### src/rtl/irq_route_pkg.sv
package irq_route_pkg;

    // Register image of the output driver
    typedef struct packed {
        logic irq;      // value presented on the processor line
        logic pulsing;  // current high level is a one-cycle pulse
    } drv_state_t;

endpackage

### src/rtl/slot_line_map.sv
// Converts a slot/pin pair into an internal interrupt number.
module slot_line_map #(
    parameter int SLOT_W      = 5,
    parameter int PIN_W       = 2,
    parameter int NUM_W       = 7,
    parameter int IRQ_BASE    = 32,
    parameter int SLOT_MULTI  = 5,   // onboard device using all four pins
    parameter int SLOT_SOLO_A = 6,
    parameter int SLOT_SOLO_B = 7,
    parameter int LINE_SOLO_A = 4,
    parameter int LINE_SOLO_B = 5,
    parameter int EXP_FIRST   = 8,
    parameter int EXP_LAST    = 12,
    parameter int EXP_LINE0   = 6
) (
    input  logic [SLOT_W-1:0] slot,
    input  logic [PIN_W-1:0]  pin,
    output logic [NUM_W-1:0]  irq_num
);
    localparam int WRAP_W = 2;  // pins wrap modulo four on the multi-pin slot

    logic [NUM_W-1:0] exp_num;

    // rotated pin swizzle for expansion slots
    assign exp_num = NUM_W'(slot) - NUM_W'(EXP_FIRST) + NUM_W'(pin)
                   + NUM_W'(EXP_LINE0 + IRQ_BASE);

    always_comb begin
        irq_num = NUM_W'(pin);  // untranslated by default
        if (slot == SLOT_W'(SLOT_MULTI)) begin
            irq_num = NUM_W'(pin[WRAP_W-1:0]) + NUM_W'(IRQ_BASE);
        end else if (slot == SLOT_W'(SLOT_SOLO_A)) begin
            irq_num = NUM_W'(LINE_SOLO_A + IRQ_BASE);
        end else if (slot == SLOT_W'(SLOT_SOLO_B)) begin
            irq_num = NUM_W'(LINE_SOLO_B + IRQ_BASE);
        end else if (slot >= SLOT_W'(EXP_FIRST) && slot <= SLOT_W'(EXP_LAST)) begin
            irq_num = exp_num;
        end
    end
endmodule

### src/rtl/line_cfg_sel.sv
// Picks the edge-select and polarity bits for an internal number.
module line_cfg_sel #(
    parameter int NUM_W     = 7,
    parameter int IRQ_BASE  = 32,
    parameter int NUM_LINES = 32
) (
    input  logic [NUM_W-1:0]     irq_num,
    input  logic [NUM_LINES-1:0] edge_cfg,
    input  logic [NUM_LINES-1:0] pol_cfg,
    output logic                 in_window,
    output logic                 edge_bit,
    output logic                 pol_bit
);
    logic [NUM_LINES-1:0] line_hit;

    genvar g;
    generate
        for (g = 0; g < NUM_LINES; g++) begin : g_line
            assign line_hit[g] = (irq_num == NUM_W'(IRQ_BASE + g));
        end
    endgenerate

    assign in_window = |line_hit;
    assign edge_bit  = |(line_hit & edge_cfg);
    assign pol_bit   = |(line_hit & pol_cfg);
endmodule

### src/rtl/irq_drive.sv
// Registered output stage: pulse or polarity-driven level.
module irq_drive
    import irq_route_pkg::*;
(
    input  logic clk,
    input  logic rst_n,
    input  logic ev_hit,
    input  logic edge_bit,
    input  logic pol_bit,
    output logic irq
);
    drv_state_t st_d, st_q;

    always_comb begin
        st_d = st_q;
        if (ev_hit) begin
            st_d.irq     = edge_bit ? 1'b1 : pol_bit;
            st_d.pulsing = edge_bit;
        end else if (st_q.pulsing) begin
            st_d.irq     = 1'b0;
            st_d.pulsing = 1'b0;
        end
    end

    always_ff @(posedge clk or negedge rst_n) begin
        if (!rst_n) st_q <= '0;
        else        st_q <= st_d;
    end

    assign irq = st_q.irq;


    edge_rise_chk: assert property (@(posedge clk) disable iff (!rst_n)
        (ev_hit && edge_bit) |=> irq);

    pulse_len_chk: assert property (@(posedge clk) disable iff (!rst_n)
        (st_q.pulsing && !ev_hit) |=> !irq);

    level_follow_chk: assert property (@(posedge clk) disable iff (!rst_n)
        (ev_hit && !edge_bit) |=> (irq == $past(pol_bit)));

    idle_hold_chk: assert property (@(posedge clk) disable iff (!rst_n)
        (!st_q.pulsing && !ev_hit) |=> $stable(irq));
endmodule

### src/rtl/irq_slot_router.sv
module irq_slot_router #(
    parameter int SLOT_W    = 5,
    parameter int PIN_W     = 2,
    parameter int NUM_LINES = 32,
    parameter int IRQ_BASE  = 32
) (
    input  logic                 clk,
    input  logic                 rst_n,
    input  logic                 ev_valid,
    input  logic [SLOT_W-1:0]    ev_slot,
    input  logic [PIN_W-1:0]     ev_pin,
    input  logic [NUM_LINES-1:0] edge_cfg,
    input  logic [NUM_LINES-1:0] pol_cfg,
    output logic                 irq_out
);
    localparam int NUM_W = $clog2(IRQ_BASE + NUM_LINES) + 1;

    logic [NUM_W-1:0] map_num;
    logic             in_window, edge_bit, pol_bit, ev_hit;

    slot_line_map #(
        .SLOT_W(SLOT_W), .PIN_W(PIN_W), .NUM_W(NUM_W), .IRQ_BASE(IRQ_BASE)
    ) i_map (
        .slot(ev_slot), .pin(ev_pin), .irq_num(map_num)
    );

    line_cfg_sel #(
        .NUM_W(NUM_W), .IRQ_BASE(IRQ_BASE), .NUM_LINES(NUM_LINES)
    ) i_sel (
        .irq_num(map_num), .edge_cfg(edge_cfg), .pol_cfg(pol_cfg),
        .in_window(in_window), .edge_bit(edge_bit), .pol_bit(pol_bit)
    );

    assign ev_hit = ev_valid && in_window;

    irq_drive i_drive (
        .clk(clk), .rst_n(rst_n), .ev_hit(ev_hit),
        .edge_bit(edge_bit), .pol_bit(pol_bit), .irq(irq_out)
    );


    reset_low_chk: assert property (@(posedge clk)
        !rst_n |=> !irq_out);

    solo_slot_chk: assert property (@(posedge clk) disable iff (!rst_n)
        (ev_slot == SLOT_W'(6)) |-> (map_num == NUM_W'(IRQ_BASE + 4)));

    unmapped_chk: assert property (@(posedge clk) disable iff (!rst_n)
        (ev_valid && (ev_slot < SLOT_W'(5) || ev_slot > SLOT_W'(12)))
        |=> $stable(irq_out));
endmodule

### config.mk
export PLATFORM = sky130hd
export DESIGN_NAME = irq_slot_router
export DESIGN_NICKNAME = d
export VERILOG_FILES = /design/src/rtl/irq_route_pkg.sv /design/src/rtl/slot_line_map.sv /design/src/rtl/line_cfg_sel.sv /design/src/rtl/irq_drive.sv /design/src/rtl/irq_slot_router.sv
export SDC_FILE = /design/constraint.sdc
export NUM_CORES = 1
export LEC_CHECK = 0
export BUFFER_PORTS_ARGS = -buffer_cell sky130_fd_sc_hd__buf_2
export CAP_MARGIN = 30
export CELL_PAD_IN_SITES_DETAIL_PLACEMENT = 1
export CELL_PAD_IN_SITES_GLOBAL_PLACEMENT = 1
export CORE_ASPECT_RATIO = 0.8
export CORE_MARGIN = 5
export CORE_UTILIZATION = 23
export DETAILED_ROUTE_END_ITERATION = 8
export PLACE_DENSITY = 0.66
export SETUP_SLACK_MARGIN = 0.4
export SLEW_MARGIN = 20
export SYNTH_ARGS = -nofsm -noshare
export SYNTH_HDL_FRONTEND = slang
export SYNTH_SLANG_ARGS = --single-unit
export TNS_END_PERCENT = 100
### constraint.sdc
create_clock -name clk -period 1.6 [get_ports clk]
set_input_delay 0.16 -clock clk [delete_from_list [all_inputs] [get_ports clk]]
set_output_delay 0.16 -clock clk [all_outputs]
set_load 0.02 [all_outputs]
== Word level (Yosys, flattened, before mapping) ==
Cells that the tools add are included.

* Flip-flop bits (word level): 2
* Bits of input ports: 74
* Output and inout bits: 1
* Word-level logic and storage cells: 58

* Add/sub/neg operators: 4
* $lt $le $gt $ge: 2
* Eq/ne operators: 35
* Multiplexer cells: 7
* Bitwise logic cells: 2
* Reduce and logical (&&, ||, !) cells: 6

{| class="wikitable"
|+ Operators with widths
! kind !! count
|-
| 7-bit by 6-bit == test with 1-bit output (second input constant) || 32
|-
| 32-bit OR reduction || 3
|-
| 32-bit AND || 2
|-
| 7-bit 2-to-1 mux || 4
|-
| 5-bit by 3-bit == test with 1-bit output (second input constant) || 3
|-
| 2-bit by 6-bit adder with 7-bit output (second input constant) || 1
|-
| 7-bit by 2-bit adder with 7-bit output || 1
|-
| 7-bit by 6-bit adder with 7-bit output (second input constant) || 1
|-
| 5-bit by 4-bit subtractor with 6-bit output (second input constant) || 1
|-
| 5-bit by 4-bit greater-or-equal comparator with 1-bit output (second input constant) || 1
|-
| 5-bit by 4-bit <= comparator with 1-bit output (second input constant) || 1
|-
| 2-bit 2-to-1 mux || 2
|-
| 1-bit logical AND || 2
|-
| 2-bit nonzero test || 1
|-
| 1-bit 2-to-1 mux || 1
|}

== Longest topological paths before layout ==
Gate-level depths: netlist of the first run.

* Depth in word-level cells: 12
* Gate-level depth with buffers: 16
* Mapped depth without buffers: 15

== Hierarchy ==
A second synthesis of the first run with hierarchy kept.

* Cells, all modules: 154
* Area total of the unflattened synthesis: 1162.4 um^2

{| class="wikitable"
|+ Modules (own cells, without submodules)
! module !! times used !! cells each !! area each (um^2) !! seq. area each (um^2)
|-
| line_cfg_sel || 1 || 104 || 737.0 || 0.0
|-
| slot_line_map || 1 || 43 || 346.6 || 0.0
|-
| irq_drive || 1 || 6 || 72.6 || 50.0
|-
| irq_slot_router || 1 || 1 || 6.3 || 0.0
|}

== Worst setup path before layout of the first run ==
OpenSTA, ideal clock, no wires.

* Path type: input to register
* From: input port ev_slot[1]
* To: register i_drive.st_q (netlist bit i_drive.irq)
* Library setup time: 0.128 ns
* Arrival: 2.783 ns
* Required time: 1.472 ns
* Slack: -1.311 ns
* Stages on the path: 15
* Buffers on the path: 0
* Path through: inv_1 > ha_1 > inv_1 > ha_1 > inv_1 > fa_1 > nor2b_1 > o21a_1 > a211oi_1 > a31o_1 > and3_1 > o311a_1 > a2111o_1 > o31a_1 > o21bai_1

* Longest elaborated chain between the ends: 12
* Elaborated cells on any way between the ends: 54
* Classes of those cells: add/sub (3); order compare (2); eq/ne (35); mux (6); bitwise (2); reduce/logical (6)

{| class="wikitable"
|+ RTL lines
! what !! line !! text
|-
| from (decl) || irq_slot_router.sv:10 || <nowiki>input logic [SLOT_W-1:0] ev_slot,</nowiki>
|-
| 5-bit by 4-bit subtractor with 6-bit output || slot_line_map.sv:25 || <nowiki>assign exp_num = NUM_W'(slot) - NUM_W'(EXP_FIRST) + NUM_W'(pin)</nowiki>
|-
| 7-bit by 2-bit adder with 7-bit output || slot_line_map.sv:25 ||
|-
| 7-bit by 6-bit adder with 7-bit output || slot_line_map.sv:26 || <nowiki>+ NUM_W'(EXP_LINE0 + IRQ_BASE);</nowiki>
|-
| 7-bit 2-to-1 mux || slot_line_map.sv:36 || <nowiki>end else if (slot >= SLOT_W'(EXP_FIRST) && slot <= SLOT_W'(EXP_LAST)) begin</nowiki>
|-
| 7-bit 2-to-1 mux || slot_line_map.sv:34 || <nowiki>end else if (slot == SLOT_W'(SLOT_SOLO_B)) begin</nowiki>
|-
| 7-bit 2-to-1 mux || slot_line_map.sv:32 || <nowiki>end else if (slot == SLOT_W'(SLOT_SOLO_A)) begin</nowiki>
|-
| 7-bit 2-to-1 mux * || slot_line_map.sv:30 || <nowiki>if (slot == SLOT_W'(SLOT_MULTI)) begin</nowiki>
|-
| 7-bit by 6-bit == test with 1-bit output || line_cfg_sel.sv:19 || <nowiki>assign line_hit[g] = (irq_num == NUM_W'(IRQ_BASE + g));</nowiki>
|-
| 32-bit AND (on tied branches) || line_cfg_sel.sv:25, line_cfg_sel.sv:24 ||
|-
| 32-bit OR reduction (on tied branches) || line_cfg_sel.sv:25, line_cfg_sel.sv:24 ||
|-
| 1-bit 2-to-1 mux || irq_drive.sv:17 || <nowiki>st_d.irq = edge_bit ? 1'b1 : pol_bit;</nowiki>
|-
| 2-bit 2-to-1 mux || irq_drive.sv:16 || <nowiki>if (ev_hit) begin</nowiki>
|-
| to (signal assigned) || irq_drive.sv:27 || <nowiki>else st_q <= st_d;</nowiki>
|-
| to (decl) || irq_drive.sv:12 || <nowiki>drv_state_t st_d, st_q;</nowiki>
|}

Every way passes the cells marked *; elsewhere a longest branch is shown, timed or not.
A chain may end at the register's enable or synchronous reset.

== Worst setup path in the final report of the first run ==
Ends and elaborated chain as after synthesis.

==> flow_metrics.py, run 1 <==
metrics = {
    "run_status": {
        "status": "finished, violations left",
        "failed_checks": "negative setup slack",
    },
    "drt": {
        "firstDrtPassIters": 5,
        "remaining_drc_errors": 0,
        "via_count": 1893,
        "viasPerCell": 5.201,
        "wl_per_cell_um": 16.28,
        "totalWireLength_mm": 5.927,
        "ant_nets": 0,
        "drt_iter0_markers": 69,
    },
    "clocking": {
        "path_clk_slew_ns": 0.03,
        "clk_path_buf_depth": 2,
        "cts_tree": "built",
        "cts_root_buf": "clkbuf_8",
        "cts-buffers-inserted": 3,
        "cts.sink_count": 2,
        "clock_latency_ns": 0.22,
        "h-tree-depth": 1,
    },
    "setup_path": {
        "cp_cell_sequence": "buf_12, inv_12, ha_4, inv_2, ha_4, inv_2, fa_2, xnor2_2, buf_6, o41ai_4, buf_4, a22oi_2, nor3_2, o211a_1, a2111o_1, o31a_1, o21bai_1",
        "max_stage_delay_ns": 0.38,
        "worst-path-max-fanout": 3,
        "cpMaxStageDelayCell": "fa_2",
        "arrival_ns": 2.92,
        "endpoint_kind": "flop",
        "critPathKind": "primary input to flop",
        "worstPathRequired_ns": 1.68,
        "start_kind": "primary input",
    },
    "grt": {
        "first_global_vias": 1965,
        "grt_pass1_wl_mm": 9.522,
        "antenna_found_initial": 0,
        "gr-total-overflow": 0,
        "grt_usage_pct": 16.80,
        "grt_max_degree": 13,
    },
    "synth": {
        "synth-main-ff-cell": "dfrtp_1",
        "synthArstFlopShare_pct": 100.0,
        "synth_edf_count": 0,
        "yosysWarnings": 0,
        "synth_top_area_cell": "ha_1",
        "syn_area_per_cell_um2": 7.196,
        "syn_nets": 258,
        "yosys_register_bits": 2,
        "synth_common_cells": "20 x nand2_1, 10 x ha_1, 10 x inv_1, 9 x nor2_1, 8 x nand4_1",
        "synthDistinctLibCells": 56,
        "yosys.cell_count.top_type": "nand2_1",
        "seq_area_frac_synth_pct": 4.020,
        "yosys-top-cells-area": "ha_1 10%, nand2_1 6.0%, a22oi_1 4.2%, dfrtp_1 4.0%, nand4_1 4.0%",
        "netlist_instances": 173,
        "synth_area_um2": 1245,
        "yosysTopAreaCellShare_pct": 10.05,
    },
    "floorplan": {
        "start_util_pct": 23.29,
        "ios": 75,
        "die_h_um": 75.81,
        "rows": 24,
        "dieArea_um2": 6993,
        "dieWidth_um": 92.26,
        "core_area_um2": 5345,
    },
    "place": {
        "post-dp-hpwl_mm": 5.074,
        "port_buffers": 74,
        "dp.cells": 356,
        "dpl_cell_area_um2": 2111,
        "gp_congestion": 0.8544,
        "pre_cts_ws_ns": -1.582,
    },
    "pwr": {
        "p_leak_nw": 1.116,
        "p_per_area_nw_per_um2": 493.5,
        "ir_drop_uv": 179.7,
        "total_power_mw": 1.151,
    },
    "sta": {
        "setup_violations": 2,
        "fin_ws_ns": -1.238,
        "timing_worst_slew_pin_value_ns": 0.3609,
        "skew_ns": 0.003903,
        "rsz0062_at_grt": "yes",
        "max-slew-margin-rel_pct": 75.89,
        "fmax_mhz": 352.3,
        "period_share_pct": 177.4,
        "drv_slew": 0,
        "period_needed_ns": 2.838,
        "finalHoldViolations": 0,
    },
    "final_layout": {
        "final_util_pct": 43.63,
        "diodes": 0,
        "stdcell_area_um2": 2332,
        "area_delta_synth_final_pct": 87.34,
        "fin_nets": 386,
        "final_cells": 364,
        "drive_above_1_share_pct": 56.19,
    },
    "min_path": {
        "worstHoldPathType": "primary input to asynchronous set/reset pin",
    },
    "job": {
        "drv_cap": 0,
    },
}
-- timing repair --
action                                  in CTS  in global routing
endpoints found under the setup margin       2                  2
hold buffers                                 1                  0
setup buffers                                1                  3
pin swaps                                    4                  8
endpoints found under the hold margin        2                  0
gates resized for setup                     12                 15
-- cell families (layout without fill, tap and decap cells) --
kind of cell | after synthesis | in the layout | share of synthesized area (%)
flops | 2 | 2 | 4.020
mux | 6 | 6 | 5.226
fa+ha+maj | 11 | 11 | 11.66
xor+xnor | 3 | 3 | 2.111
simple gates | 70 | 70 | 30.25
buf+inv | 18 | 144 | 6.533
compound gates | 63 | 63 | 40.20
-- power breakdown --
| group | leakage (nW) | switching (mW) | total [mW] | internal (mW) |
|---|---|---|---|---|
| clock network | 0.0216 | 0.0463 | 0.206 | 0.160 |
| registers | 0.0249 | 0.00612 | 0.0697 | 0.0636 |
| logic | 1.07 | 0.430 | 0.875 | 0.445 |
-- layout by cell type (no fill, tap or decap), types with 3 or more instances in the layout --
cell,count
buf_6,3
o22ai_1,3
a31oi_1,5
buf_2,72
nor2_1,9
a21oi_1,6
clkbuf_8,3
buf_4,52
a22oi_2,3
nor3_1,4
o21ai_0,4
nand4_1,8
o211ai_1,3
ha_1,8
a22oi_1,4
and3_1,6
inv_1,6
nand3_1,5
a221o_1,3
nand2_1,19
mux2_2,4
-- through the flow --
| stage | hold WS [ns] | setup TNS [ns] |
|---|---|---|
| after floorplan | -0.1356 | -2.136 |
| after global routing | 0.2969 | -2.603 |
| final | 0.3009 | -2.421 |
| after detailed placement | -0.04984 | -3.029 |
| after global placement | -0.05057 | -2.886 |
| after CTS | 0.2918 | -2.250 |
-- area by class of cell --
type                       instances  area [um^2]
timing repair buffer             131        849.6
inverter                          10        52.55
fill                             689         3013
multi-input combinational        153         1257
tap                               65        81.33
clock buffer                       3        41.29
sequential                         2        50.05
-- path summary, 6_finish.rpt --
| kind | start | to | slack [ns] | depth (start not counted) |
|---|---|---|---|---|
| hold / removal | rst_n | i_drive.st_q[0] | 0.30 | 2 |
| setup / recovery | ev_slot[1] | i_drive.irq | -1.24 | 17 |
| min in group clk | pol_cfg[28] | i_drive.irq | 0.46 | 5 |
| setup reg to reg | i_drive.irq | i_drive.irq | 0.86 | 2 |
| hold reg to reg | i_drive.irq | i_drive.irq | 0.58 | 2 |
| max in group asynchronous | rst_n | i_drive.irq | 1.19 | 2 |
-- layer usage --
layer,global-route usage (%),share of wire (%),up-vias
met5,0,0,-
li1,-,-,949
met4,2.471,0.73,0
met2,28.40,46,52
met1,23.78,49,887
met3,1.876,4.8,5
-- registers in the layout (all words and copies together) (netlist names) --
signal / flops
i_drive.st_q: 1
i_drive.irq: 1
-- critical path, delay by kind of cell --
kind	cells	cell delay [ns]
adder cells (fa/ha/maj)	3	0.70
buffers and inverters	6	0.57
AO/OA/AOI/OAI	6	1.22
XOR/XNOR	1	0.20
AND/OR/NAND/NOR	1	0.05
Note: power is estimated with default switching activity, not from simulation.
==> run 2: changes to the inputs <==
--- a/config.mk
+++ b/config.mk
@@ -5,7 +5,6 @@
 export SDC_FILE = /design/constraint.sdc
 export NUM_CORES = 1
 export LEC_CHECK = 0
-export BUFFER_PORTS_ARGS = -buffer_cell sky130_fd_sc_hd__buf_2
 export CAP_MARGIN = 30
 export CELL_PAD_IN_SITES_DETAIL_PLACEMENT = 1
 export CELL_PAD_IN_SITES_GLOBAL_PLACEMENT = 1
@@ -13,7 +12,8 @@
 export CORE_MARGIN = 5
 export CORE_UTILIZATION = 23
 export DETAILED_ROUTE_END_ITERATION = 8
-export PLACE_DENSITY = 0.66
+export DONT_BUFFER_PORTS = 1
+export PLACE_DENSITY = 0.48
 export SETUP_SLACK_MARGIN = 0.4
 export SLEW_MARGIN = 20
 export SYNTH_ARGS = -nofsm -noshare
==> run 2 against run 1 <==
Clock skew down 0.0037 ns. Via count down 12%. The flow still finishes with violations (negative setup slack). Combinational power down 19%. Die area unchanged. Register-to-register slack worse by 0.14 ns. Critical endpoint unchanged. Cell count down 21%. Wire length up 1.7%. Clock-buffer cell count unchanged. Utilization down 8.9 points. Worst setup slack better by 0.10 ns. Non-clock buffer count down 77.
==> flow_metrics.py, run 2 (same netlist as run 1, synthesis figures left out) <==
metrics = {
    "run_status": {
        "status": "finished, violations left",
        "failed_checks": "negative setup slack",
    },
    "sta": {
        "period_needed_ns": 2.735,
        "timing_worst_slew_pin_value_ns": 0.3861,
        "drv_slew": 0,
        "rsz0062_at_grt": "yes",
        "setup_violations": 2,
        "fmax_mhz": 365.6,
        "period_share_pct": 170.9,
        "finalHoldViolations": 0,
        "skew_ns": 0.0002179,
        "hold_slack_ns": 0.1933,
        "fin_ws_ns": -1.135,
        "max-slew-margin-rel_pct": 74.03,
    },
    "pwr": {
        "p_clk_share_pct": 19.6,
        "p_int_mw": 0.5722,
        "swShare_pct": 42.21,
        "seqPwrFrac_pct": 8.8,
        "total_power_mw": 0.9902,
        "p_sw_mw": 0.4180,
        "ir_drop_uv": 295.6,
        "p_per_area_nw_per_um2": 534.0,
        "combPwrFrac_pct": 71.6,
        "p_leak_nw": 0.7775,
    },
    "setup_path": {
        "critPathKind": "primary input to flop",
        "endpoint_kind": "flop",
        "worstPathRequired_ns": 1.72,
        "start_kind": "primary input",
        "worst-path-max-fanout": 8,
        "arrival_ns": 2.86,
    },
    "drt": {
        "drt_iter0_markers": 93,
        "totalWireLength_mm": 6.025,
        "firstDrtPassIters": 4,
        "via_count": 1659,
        "ant_nets": 0,
        "remaining_drc_errors": 0,
        "wl_per_cell_um": 20.99,
        "viasPerCell": 5.780,
    },
    "floorplan": {
        "core_area_um2": 5345,
        "dieWidth_um": 92.26,
        "ios": 75,
        "dieArea_um2": 6993,
        "die_h_um": 75.81,
        "start_util_pct": 23.29,
        "rows": 24,
    },
    "clocking": {
        "cts_tree": "built",
        "path_clk_slew_ns": 0.03,
        "cts_root_buf": "clkbuf_8",
        "cts.sink_count": 2,
        "clock_latency_ns": 0.21,
        "clk_path_buf_depth": 2,
        "cts-buffers-inserted": 3,
        "h-tree-depth": 1,
    },
    "job": {
        "drv_cap": 0,
    },
    "grt": {
        "gr-total-overflow": 0,
        "grt_pass1_wl_mm": 9.114,
        "grt_max_degree": 12,
        "first_global_vias": 1803,
        "grt_usage_pct": 16.16,
        "antenna_found_initial": 0,
    },
    "final_layout": {
        "nFillCells": 658,
        "area_delta_synth_final_pct": 48.94,
        "fin_nets": 309,
        "diodes": 0,
        "mostFrequentLayoutCells": "51 x buf_4, 20 x nand2_1, 8 x nand4_1, 8 x ha_1, 7 x nor2_1",
        "final_common_cell": "buf_4",
        "drive_above_1_share_pct": 40.09,
        "final_cells": 287,
    },
    "min_path": {
        "worstHoldPathType": "primary input to asynchronous set/reset pin",
    },
    "place": {
        "dp.cells": 282,
        "gp_congestion": 0.8555,
        "post-dp-hpwl_mm": 5.149,
        "port_buffers": 0,
    },
}
run 2: cell types whose count changed in the layout (fill, tap and decap cells not counted), sizes merged:
| cell | before | now |
|---|---|---|
| buf | 130 | 53 |
run 2: worst paths after layout:
| path | start | to | slack, ns | cells past startpoint |
|---|---|---|---|---|
| worst max-delay path | ev_slot[1] | i_drive.irq | -1.14 | 17 |
| worst min-delay path | rst_n | i_drive.st_q[0] | 0.19 | 1 |
| worst max register to register | i_drive.irq | i_drive.irq | 0.72 | 2 |
| worst min register to register | i_drive.st_q[0] | i_drive.irq | 0.63 | 3 |
| max in group asynchronous | rst_n | i_drive.irq | 1.28 | 1 |
| min in group clk | edge_cfg[15] | i_drive.st_q[0] | 0.41 | 4 |
run 2: area by class of cell:
class	instances	area [um^2]	area share (%)
multi-input combinational	153	1214	65.45
tap	65	81.33	4.386
sequential	2	50.05	2.699
inverter	10	52.55	2.834
clock buffer	3	41.29	2.227
timing repair buffer	54	415.4	22.40
run 2: what timing repair did:
item	CTS	global route
endpoints found under the setup margin	2	2
pin swaps	11	2
resized for setup	5	10
buffers inserted	1	0
endpoints found under the hold margin	2	0
hold buffers	1	0
run 2: through the flow:
| step | TNS, ns | utilization (%) | instance area (um^2) | setup slack [ns] |
|---|---|---|---|---|
| 6_report | -2.216 | 34.69 | 1854 | -1.135 |
| 5_1_grt | -2.431 | 34.69 | 1854 | -1.256 |
| 4_1_cts | -2.152 | 33.87 | 1810 | -1.108 |
| 3_5_place_dp | -2.688 | 32.33 | 1728 | -1.381 |
| 3_3_place_gp | -2.577 | 32.33 | 1728 | -1.308 |
| 2_1_floorplan | -2.136 | - | 1300 | -1.140 |
run 2: critical path: stages:
cell	delay, ns
inv_12	0.02
ha_4	0.22
inv_2	0.06
ha_4	0.13
inv_2	0.03
fa_2	0.39
nor2b_2	0.18
o31ai_1	0.09
a211oi_2	0.26
buf_4	0.18
a31oi_2	0.10
buf_4	0.17
o22ai_1	0.19
a221oi_2	0.06
o32ai_1	0.34
nor4_2	0.11
o21bai_1	0.16
run 2: power by group through the flow:
stage / registers, mW / clock network (mW) / logic [mW]
after global routing: 0.0887 / 0.205 / 0.767
after CTS: 0.0877 / 0.201 / 0.679
final: 0.0868 / 0.195 / 0.709
after floorplan: 0.0834 / 0 / 0.391
after global placement: 0.0884 / 0 / 0.633
after detailed placement: 0.0881 / 0 / 0.658
run 2: metal layers:
layer | up-vias | global-route usage (%) | part of all wire [%]
met3 | 6 | 1.579 | 2.9
met2 | 45 | 29.29 | 50
met5 | - | 0 | 0
met4 | 0 | 2.471 | 0.41
met1 | 818 | 21.55 | 47
li1 | 790 | - | -
==> run 3: changes to the inputs <==
==> constraint.sdc (replaced) <==
create_clock -name clk -period 2.65 [get_ports clk]
set_input_delay 0.265 -clock clk [delete_from_list [all_inputs] [get_ports clk]]
set_output_delay 0.265 -clock clk [all_outputs]
set_load 0.02 [all_outputs]
==> run 3 against run 2 <==
The run still ends with negative setup slack left. Design area is 4.0% lower. Utilization fell by 1.4 points. Cell count down 2.4%. Critical endpoint unchanged. Critical path depth decreased by 1. Highest routed layer unchanged. Largest power group unchanged. Clock-buffer cell count did not move. Worst setup slack gained 0.93 ns. Die area is the same. Largest cell class unchanged. Total power decreased by 42%.
==> flow_metrics.py, run 3 (same netlist as run 1, synthesis figures left out) <==
metrics = {
    "run_status": {
        "status": "finished, violations left",
        "failed_checks": "negative setup slack",
    },
    "pwr": {
        "ir_drop_uv": 203.7,
        "p_int_mw": 0.3355,
        "seqPwrFrac_pct": 9.1,
        "p_sw_mw": 0.2397,
        "swShare_pct": 41.67,
        "p_clk_share_pct": 20.3,
        "p_per_area_nw_per_um2": 323.3,
        "total_power_mw": 0.5752,
        "combPwrFrac_pct": 70.5,
        "p_leak_nw": 0.7365,
    },
    "floorplan": {
        "core_area_um2": 5345,
        "rows": 24,
        "die_h_um": 75.81,
        "ios": 75,
        "dieWidth_um": 92.26,
        "dieArea_um2": 6993,
        "start_util_pct": 23.29,
    },
    "setup_path": {
        "start_kind": "primary input",
        "ff2ff_path_depth": 2,
        "worstPathRequired_ns": 2.73,
        "endpoint_kind": "flop",
        "worst-path-max-fanout": 8,
        "rr_endpoint": "i_drive.irq",
        "r2r_slack_ns": 1.80,
        "reg2reg_from": "i_drive.irq",
        "critPathKind": "primary input to flop",
        "arrival_ns": 2.93,
    },
    "final_layout": {
        "area_delta_synth_final_pct": 42.91,
        "drive_above_1_share_pct": 35.05,
        "mostFrequentLayoutCells": "44 x buf_4, 20 x nand2_1, 9 x nor2_1, 8 x nand4_1, 8 x ha_1",
        "fin_nets": 301,
        "final_util_pct": 33.29,
        "final_cells": 280,
        "nFillCells": 681,
        "final_common_cell": "buf_4",
    },
    "drt": {
        "wl_per_cell_um": 19.62,
        "totalWireLength_mm": 5.494,
        "firstDrtPassIters": 4,
        "viasPerCell": 5.675,
        "drt_iter0_markers": 90,
        "remaining_drc_errors": 0,
        "ant_nets": 0,
        "via_count": 1589,
    },
    "clocking": {
        "cts_tree": "built",
        "h-tree-depth": 1,
        "clock_latency_ns": 0.21,
        "cts.sink_count": 2,
        "path_clk_slew_ns": 0.03,
        "clk_path_buf_depth": 2,
        "cts-buffers-inserted": 3,
        "cts_root_buf": "clkbuf_8",
    },
    "grt": {
        "first_global_vias": 1698,
        "grt_usage_pct": 15.18,
        "grt_pass1_wl_mm": 8.631,
        "grt_max_degree": 12,
        "gr-total-overflow": 0,
        "antenna_found_initial": 1,
    },
    "sta": {
        "skew_ns": 0.004236,
        "max-slew-margin-rel_pct": 77.33,
        "timing_worst_slew_pin_value_ns": 0.3370,
        "period_needed_ns": 2.854,
        "period_share_pct": 107.7,
        "tns_ns": -0.3684,
        "fmax_mhz": 350.4,
        "fin_ws_ns": -0.2036,
        "rsz0062_at_grt": "yes",
        "setup_violations": 2,
        "drv_slew": 0,
        "finalHoldViolations": 0,
    },
    "min_path": {
        "worstHoldPathType": "primary input to asynchronous set/reset pin",
    },
    "place": {
        "port_buffers": 0,
        "gp_congestion": 0.8458,
        "post-dp-hpwl_mm": 4.803,
        "pre_cts_ws_ns": -0.5087,
        "dp.cells": 274,
    },
    "job": {
        "drv_cap": 0,
    },
}
run 3: cell count changes in the layout (fill, tap and decap cells not counted), sizes merged:
cell / change
diode: +1
buf: -8
run 3: critical path: stages:
cell	delay (ns)
inv_12	0.02
ha_4	0.22
inv_2	0.06
ha_4	0.14
inv_2	0.04
fa_2	0.39
xnor2_4	0.21
buf_6	0.13
o41ai_4	0.06
buf_4	0.16
a22oi_2	0.17
nor3_1	0.06
o211a_1	0.22
a2111o_1	0.35
o31a_1	0.27
o21bai_1	0.16
run 3: power by group through the flow:
stage	Sequential, mW	Combinational (mW)	Clock (mW)
floorplan	0.0504	0.236	0
global placement	0.0530	0.371	0
detailed placement	0.0534	0.380	0
CTS	0.0531	0.398	0.120
global route	0.0535	0.445	0.124
finish	0.0525	0.406	0.117
run 3: worst max path at each step:
stage	startpoint	endpoint	slack [ns]	cells after the start
2_1_floorplan	ev_slot[1]	i_drive.irq	-0.19	15
3_5_place_dp	ev_slot[1]	i_drive.irq	-0.51	17
4_1_cts	ev_slot[1]	i_drive.irq	-0.20	16
3_3_place_gp	ev_slot[1]	i_drive.irq	-0.39	17
5_1_grt	ev_slot[1]	i_drive.irq	-0.33	16
6_report	ev_slot[1]	i_drive.irq	-0.20	16
run 3: what timing repair did:
action	CTS	global route
gates resized for setup	5	3
endpoints found under the hold margin	2	0
endpoints found under the setup margin	2	2
pin swaps	2	2
setup buffers	1	0
hold buffers	1	0
run 3: final cells by class:
cell class                      instances  area (um^2)  share of cell area [%]
Timing Repair Buffer                   46        351.6                   19.76
Inverter                               10        52.55                   2.954
Antenna cell                            1        2.502                  0.1406
Clock buffer                            3        41.29                   2.321
Multi-Input combinational cell        153         1200                   67.44
Sequential cell                         2        50.05                   2.813
Tap cell                               65        81.33                   4.571
run 3: stage by stage:
stage               area, um^2  hold WS (ns)
global placement          1668      -0.03050
detailed placement        1668      -0.03051
CTS                       1754        0.2931
finish                    1779        0.3003
global route              1779        0.3010
floorplan                 1300      -0.03059
run 3: per-layer routing:
metal | wire [um] | part of all wire [%] | GRT usage (%)
met5 | 0 | 0 | 0
met2 | 2662 | 48 | 27.59
met3 | 213 | 3.9 | 2.270
met4 | 7 | 0.13 | 0.9885
met1 | 2610 | 48 | 20.19
